<file path="config.mk">
export PLATFORM = sky130hd
export DESIGN_NAME = spi_late_master
export DESIGN_NICKNAME = d
export VERILOG_FILES = /design/src/rtl/spi_late_pkg.sv /design/src/rtl/spi_late_ctrl.sv /design/src/rtl/spi_late_tx.sv /design/src/rtl/spi_late_rx.sv /design/src/rtl/spi_late_master.sv
export SDC_FILE = /design/constraint.sdc
export NUM_CORES = 1
export LEC_CHECK = 0
export ABC_AREA = 1
export CORE_UTILIZATION = 50
export DETAILED_ROUTE_END_ITERATION = 10
export PLACE_DENSITY = 0.75
export RECOVER_POWER = 50
export SETUP_SLACK_MARGIN = 0.1
export SLEW_MARGIN = 10
export SYNTH_ARGS = -nofsm -noshare
export SYNTH_HDL_FRONTEND = slang
export SYNTH_SLANG_ARGS = --single-unit
</file>
<file path="constraint.sdc">
create_clock -name clk_i -period 3.89 [get_ports clk_i]
set_input_delay 0.389 -clock clk_i [delete_from_list [all_inputs] [get_ports clk_i]]
set_output_delay 0.389 -clock clk_i [all_outputs]
set_load 0.03 [all_outputs]
</file>
<file path="src/rtl/spi_late_pkg.sv">
package spi_late_pkg;
  typedef enum logic [1:0] {
    ST_IDLE  = 2'd0,
    ST_LEAD  = 2'd1,
    ST_XFER  = 2'd2,
    ST_TRAIL = 2'd3
  } xfer_state_e;
endpackage

</file>
<file path="src/rtl/spi_late_ctrl.sv">
module spi_late_ctrl
  import spi_late_pkg::*;
#(
  parameter int unsigned DATA_W = 8,
  parameter int unsigned DIV_W  = 8,
  parameter int unsigned DLY_W  = 8,
  parameter int unsigned EDGE_W = $clog2(2 * DATA_W + 1)
) (
  input  logic              clk_i,
  input  logic              rst_ni,
  input  logic              start_i,
  input  logic              late_i,
  input  logic [DIV_W-1:0]  div_i,
  input  logic [DLY_W-1:0]  lead_dly_i,
  input  logic [DLY_W-1:0]  trail_dly_i,
  output logic              cs_n_o,
  output logic              phase_o,
  output logic              load_o,
  output logic              tick_o,
  output logic [EDGE_W-1:0] edge_num_o,
  output logic              late_o,
  output logic              tail_smp_o,
  output logic              done_o
);
  localparam int unsigned CNT_W = ((DIV_W > DLY_W) ? DIV_W : DLY_W) + 1;
  localparam logic [EDGE_W-1:0] LAST_EDGE = EDGE_W'(2 * DATA_W);

  xfer_state_e       state_q;
  logic [DIV_W-1:0]  div_q;
  logic [DLY_W-1:0]  lead_q, trail_q;
  logic              late_q;
  logic [CNT_W-1:0]  hcnt_q, dcnt_q;
  logic [CNT_W-1:0]  half_w, lead_w, trail_w;
  logic [EDGE_W-1:0] edge_q;

  always_comb begin
    half_w  = (div_q < DIV_W'(4)) ? CNT_W'(2) : CNT_W'(div_q >> 1);
    lead_w  = (lead_q == '0) ? CNT_W'(1) : CNT_W'(lead_q);
    trail_w = (trail_q == '0) ? CNT_W'(1) : CNT_W'(trail_q);
    // delayed capture must land before chip select releases
    if (late_q && (trail_w < half_w)) trail_w = half_w;
  end

  assign load_o     = (state_q == ST_IDLE) && start_i;
  assign tick_o     = (state_q == ST_XFER) && (hcnt_q == '0);
  assign edge_num_o = edge_q + 1'b1;
  assign late_o     = late_q;
  assign tail_smp_o = (state_q == ST_TRAIL) && late_q && (dcnt_q == half_w);

  always_ff @(posedge clk_i or negedge rst_ni) begin
    if (!rst_ni) begin
      state_q <= ST_IDLE;
      cs_n_o  <= 1'b1;
      phase_o <= 1'b0;
      done_o  <= 1'b0;
      hcnt_q  <= '0;
      dcnt_q  <= '0;
      edge_q  <= '0;
      div_q   <= DIV_W'(4);
      lead_q  <= '0;
      trail_q <= '0;
      late_q  <= 1'b0;
    end else begin
      done_o <= 1'b0;
      unique case (state_q)
        ST_IDLE: begin
          if (start_i) begin
            state_q <= ST_LEAD;
            cs_n_o  <= 1'b0;
            phase_o <= 1'b0;
            dcnt_q  <= CNT_W'(1);
            div_q   <= div_i;
            lead_q  <= lead_dly_i;
            trail_q <= trail_dly_i;
            late_q  <= late_i;
          end
        end
        ST_LEAD: begin
          if (dcnt_q >= lead_w) begin
            state_q <= ST_XFER;
            hcnt_q  <= half_w - 1'b1;
            edge_q  <= '0;
          end else begin
            dcnt_q <= dcnt_q + 1'b1;
          end
        end
        ST_XFER: begin
          if (hcnt_q == '0) begin
            phase_o <= ~phase_o;
            edge_q  <= edge_num_o;
            hcnt_q  <= half_w - 1'b1;
            if (edge_num_o == LAST_EDGE) begin
              state_q <= ST_TRAIL;
              dcnt_q  <= CNT_W'(1);
            end
          end else begin
            hcnt_q <= hcnt_q - 1'b1;
          end
        end
        ST_TRAIL: begin
          if (dcnt_q >= trail_w) begin
            state_q <= ST_IDLE;
            cs_n_o  <= 1'b1;
            done_o  <= 1'b1;
          end else begin
            dcnt_q <= dcnt_q + 1'b1;
          end
        end
        default: state_q <= ST_IDLE;
      endcase
    end
  end
endmodule

</file>
<file path="src/rtl/spi_late_tx.sv">
module spi_late_tx #(
  parameter int unsigned DATA_W = 8,
  parameter int unsigned EDGE_W = $clog2(2 * DATA_W + 1)
) (
  input  logic              clk_i,
  input  logic              rst_ni,
  input  logic              load_i,
  input  logic [DATA_W-1:0] data_i,
  input  logic              idle_i,
  input  logic              tick_i,
  input  logic [EDGE_W-1:0] edge_num_i,
  output logic              mosi_o
);
  logic [DATA_W-1:0] sh_q;

  always_ff @(posedge clk_i or negedge rst_ni) begin
    if (!rst_ni) begin
      sh_q   <= '0;
      mosi_o <= 1'b0;
    end else if (load_i) begin
      sh_q   <= data_i;
      mosi_o <= 1'b0;
    end else if (idle_i) begin
      mosi_o <= 1'b0;
    end else if (tick_i && edge_num_i[0]) begin
      mosi_o <= sh_q[DATA_W-1];
      sh_q   <= {sh_q[DATA_W-2:0], 1'b0};
    end
  end
endmodule

</file>
<file path="src/rtl/spi_late_rx.sv">
module spi_late_rx #(
  parameter int unsigned DATA_W = 8,
  parameter int unsigned EDGE_W = $clog2(2 * DATA_W + 1)
) (
  input  logic              clk_i,
  input  logic              rst_ni,
  input  logic              load_i,
  input  logic              tick_i,
  input  logic [EDGE_W-1:0] edge_num_i,
  input  logic              late_i,
  input  logic              tail_i,
  input  logic              miso_i,
  output logic [DATA_W-1:0] data_o
);
  logic odd_edge, smp;

  assign odd_edge = edge_num_i[0];
  // delayed mode: odd edges from 3 on, plus one untoggled tail capture
  assign smp = tail_i
             | (tick_i & (late_i ? (odd_edge && (edge_num_i >= EDGE_W'(3))) : !odd_edge));

  always_ff @(posedge clk_i or negedge rst_ni) begin
    if (!rst_ni)     data_o <= '0;
    else if (load_i) data_o <= '0;
    else if (smp)    data_o <= {data_o[DATA_W-2:0], miso_i};
  end
endmodule

</file>
<file path="src/rtl/spi_late_master.sv">
module spi_late_master #(
  parameter int unsigned DATA_W = 8,
  parameter int unsigned DIV_W  = 8,
  parameter int unsigned DLY_W  = 8
) (
  input  logic              clk_i,
  input  logic              rst_ni,
  input  logic              start_i,
  input  logic [DATA_W-1:0] tx_data_i,
  input  logic              cpol_i,
  input  logic              late_smp_i,
  input  logic [DIV_W-1:0]  div_i,
  input  logic [DLY_W-1:0]  lead_dly_i,
  input  logic [DLY_W-1:0]  trail_dly_i,
  input  logic              miso_i,
  output logic              cs_no,
  output logic              sck_o,
  output logic              mosi_o,
  output logic [DATA_W-1:0] rx_data_o,
  output logic              done_o
);
  localparam int unsigned EDGE_W = $clog2(2 * DATA_W + 1);

  logic              phase, load, tick, late, tail_smp, cpol_q;
  logic [EDGE_W-1:0] edge_num;

  spi_late_ctrl #(.DATA_W(DATA_W), .DIV_W(DIV_W), .DLY_W(DLY_W), .EDGE_W(EDGE_W)) u_ctrl (
    .clk_i, .rst_ni, .start_i,
    .late_i(late_smp_i), .div_i, .lead_dly_i, .trail_dly_i,
    .cs_n_o(cs_no), .phase_o(phase), .load_o(load), .tick_o(tick),
    .edge_num_o(edge_num), .late_o(late), .tail_smp_o(tail_smp), .done_o
  );

  spi_late_tx #(.DATA_W(DATA_W), .EDGE_W(EDGE_W)) u_tx (
    .clk_i, .rst_ni, .load_i(load), .data_i(tx_data_i), .idle_i(cs_no),
    .tick_i(tick), .edge_num_i(edge_num), .mosi_o
  );

  spi_late_rx #(.DATA_W(DATA_W), .EDGE_W(EDGE_W)) u_rx (
    .clk_i, .rst_ni, .load_i(load), .tick_i(tick), .edge_num_i(edge_num),
    .late_i(late), .tail_i(tail_smp), .miso_i, .data_o(rx_data_o)
  );

  always_ff @(posedge clk_i or negedge rst_ni) begin
    if (!rst_ni)   cpol_q <= 1'b0;
    else if (load) cpol_q <= cpol_i;
  end

  assign sck_o = (cs_no ? cpol_i : cpol_q) ^ phase;
endmodule

</file>
==> metrics.txt <==
outcome finished with violations; violated checks DRC, capacitance limit, slew limit; Final setup violation count 0; Cell Area, Placed 0.00516 mm²; cells after synthesis 642; post-synth net total 713; wire length of the first global-routing pass 18.5 mm; detail-routed net length per standard cell 13.3 µm; cell taking the most area after synthesis dfrtp_1; detailed-placement wirelength estimate 7.58 mm; post-route minimum period 3.45 ns; Hold Crit Class in -> async; horizontal extent of the die 98.3 µm; count of antenna diodes in the layout 0; RePlAce Congestion 0.874; port buffer count 48; startpoint of the worst register-to-register path u_ctrl.div_q[4]; Post-Route Skew 0.00625 ns; number of gates resized after CTS 0; placeable core region 0.00885 mm²; TritonCTS clock tree yes; Final Cycle Share 88.7%; vias after detailed routing 4,171; start-to-end type of the worst setup path reg -> reg; number of antenna violations at the first check in global routing 0; power per cell area 755 mW/mm²; Seq/Total Area, Yosys 37.9%; mean instance size in the synthesized netlist 7.21 µm²; final sum of negative setup slack 0 ns; overall die area 0.00965 mm²; Fillers 816; Post-synth ARST share 100%; Layout area overhead 15.5%; placement-stage worst setup slack 0.400 ns; Die Ht 98.3 µm; global-route congestion overflow total 0; Static Leak 2.70 nW; worst reg-to-reg path cell count 21; fraction of synthesized cell area taken by the top area cell type 36.7%; max-cap viol count 1; CTS clock-pin slew for the worst setup and hold paths 0.08 ns; number of hold violations in the final report 0; I/O pin cnt 50; layout cell share with drive strength beyond 1 6.98%; peak supply drop 0.271 mV; Worst-Skew Late Latency 0.34 ns; Max transition margin -9.94%; leading post-synthesis cells by cell area dfrtp_1 37%, nand2_1 17%, ha_1 8.9%, o21ai_0 6.7%, inv_1 6.6%; commonest cells after routing, fill and taps aside 205 x nand2_1, 80 x inv_1, 68 x dfrtp_1; library cell used as clock root buffer clkbuf_8; Critical Path Source Type flip-flop; CTS sink count 70; number of flops mapped to enable cells by yosys 0; finished layout cell area 0.00535 mm²; RSZ-0062 raised after global routing no; post-synthesis sequential element count 70; initial cell density of the core 52.3%; arrival time at the worst endpoint 3.69 ns; worst path required time 4.12 ns; maximum buffer depth of the clock tree 2; Critical Path End Type flip-flop; ratio of routed vias to standard cells 5.24; combined flip-flop and latch cell area 0.00175 mm²; TritonCTS Buffers 9; largest net degree at the start of global routing 45; via count of the first global-routing pass 4,076; global router's overall resource usage 23.8%; cts-stage hold buffer count 0; maximum net fanout on the critical path 14; leading cell type in the layout, fill and taps excluded nand2_1; count of nets left with antenna violations after detail routing 0; drt drc 4; dominant register cell in the synthesized netlist dfrtp_1; setup bufs post-CTS 0; library cells used by synthesis 37; Synth Warn # 0; area taken by multi-input logic gates 0.00245 mm²; Critical R2R Capture u_ctrl.dcnt_q[5]; drt first pass iters 8; DRT iter0 DRCs 187; net count of the finished layout 754; cell row count 34; fin. max-slew vios 30; routed wire length 10.6 mm; number of H-tree levels 3; final setup slack of the worst path 0.438 ns; slew of the pin with the lowest slew margin 1.65 ns; combined area of all synthesized cells 0.00463 mm²; Worst R2R Setup Slack 0.44 ns; maximum clock frequency 290 MHz
## report_power, final
| group | total (W) | leakage (nW) | internal (W) | switching [W] |
|---|---|---|---|---|
| clock | 0.000578 | 0.100 | 0.000295 | 0.000283 |
| combinational | 0.00220 | 1.70 | 0.000780 | 0.00142 |
| sequential | 0.00126 | 0.900 | 0.00101 | 0.000247 |
## layout make-up
cell class	instances	area share, %
multi-input cells	464	45.8
flip-flops and latches	70	32.8
repair buffers	51	9.24
inverters	87	6.10
well taps	108	2.53
clock buffers	10	2.38
clock inverters	6	1.17
## routing by layer
metal	vias to the layer above	wire (µm)	share of wire (%)	global-route usage (%)
li1	2115	-	-	-
met4	0	184	1.7	8.96
met1	1925	4760	45	30.0
met5	-	0	0	0
met3	19	526	5.0	4.51
met2	112	5150	48	40.6
## kinds of logic after synthesis
logic type | after synthesis | synth area share, %
xor+xnor | 10 | 1.89
simple gates | 338 | 32.2
flops | 70 | 37.9
fa+ha+maj | 33 | 8.91
buf+inv | 108 | 9.27
compound gates | 83 | 9.89
## worst max-delay path by stage
stage / from / to / slack [ns] / depth (start not counted)
2_1_floorplan: u_ctrl.div_q[4] / u_ctrl.dcnt_q[5] / 0.99 / 24
6_report: u_ctrl.div_q[4] / u_ctrl.dcnt_q[5] / 0.44 / 21
5_1_grt: u_ctrl.div_q[4] / u_ctrl.dcnt_q[8] / 0.13 / 23
3_3_place_gp: u_ctrl.div_q[4] / u_ctrl.dcnt_q[6] / 0.55 / 23
4_1_cts: u_ctrl.div_q[4] / u_ctrl.dcnt_q[5] / 0.35 / 21
3_5_place_dp: u_ctrl.div_q[4] / u_ctrl.dcnt_q[5] / 0.40 / 21
## synth_stat cells, types with 2 or more instances
cell type	instances
nand2_1	204
xnor2_1	2
nor3_1	8
dfrtp_1	68
dfstp_2	2
nand3_2	2
xor2_1	8
nand2_2	4
ha_1	33
nor2_1	55
inv_2	6
inv_1	81
nand3_4	2
nand2_4	3
o21ai_0	62
or2_2	2
clkbuf_1	12
nand4_1	13
nand3_1	37
o21ai_2	2
buf_6	2
buf_2	7
nor2_4	2
a21oi_1	12
## sequential cells by signal, summed over array words and instances, names as in the netlist
| signal | count |
|---|---|
| u_ctrl.phase_o | 1 |
| u_tx.mosi_o | 1 |
| u_rx.data_o | 8 |
| u_ctrl.edge_q | 5 |
| u_ctrl.late_o | 1 |
| cpol_q | 1 |
| u_ctrl.cs_n_o | 1 |
| u_ctrl.lead_q | 8 |
| u_ctrl.done_o | 1 |
| u_ctrl.dcnt_q | 9 |
| u_ctrl.state_q | 2 |
| u_ctrl.div_q | 7 |
| u_tx.sh_q | 8 |
| u_ctrl.trail_q | 8 |
| u_ctrl.hcnt_q | 9 |
## through the flow
| stage | utilization [%] | hold slack (ns) | power (W) | std cells |
|---|---|---|---|---|
| 2_1_floorplan | - | 0.0934 | 0.00288 | 642 |
| 3_3_place_gp | 58.3 | 0.459 | 0.00336 | 780 |
| 3_5_place_dp | 58.3 | 0.471 | 0.00345 | 780 |
| 4_1_cts | 60.5 | 0.106 | 0.00405 | 796 |
| 5_1_grt | 60.5 | 0.521 | 0.00444 | 796 |
| 6_report | 60.5 | 0.454 | 0.00404 | 796 |
## critical path, stage by stage, from the launching register on
cell and delay, ns:
dfrtp_1 0.46, nor2_1 0.19, nand3_2 0.11, nand2_1 0.15, inv_2 0.10, ha_1 0.21, a21oi_1 0.13, o21ai_0 0.10
nand4_1 0.11, nand3_2 0.22, o21ai_0 0.37, ha_1 0.30, nand2_1 0.07, nor2_1 0.05, nand3_1 0.06, nand3_1 0.13
inv_2 0.09, nor2_4 0.05, nor2_8 0.18, nand2_4 0.11, nand2_1 0.08, nand2_1 0.05
Power figures use the tool's default switching activity.
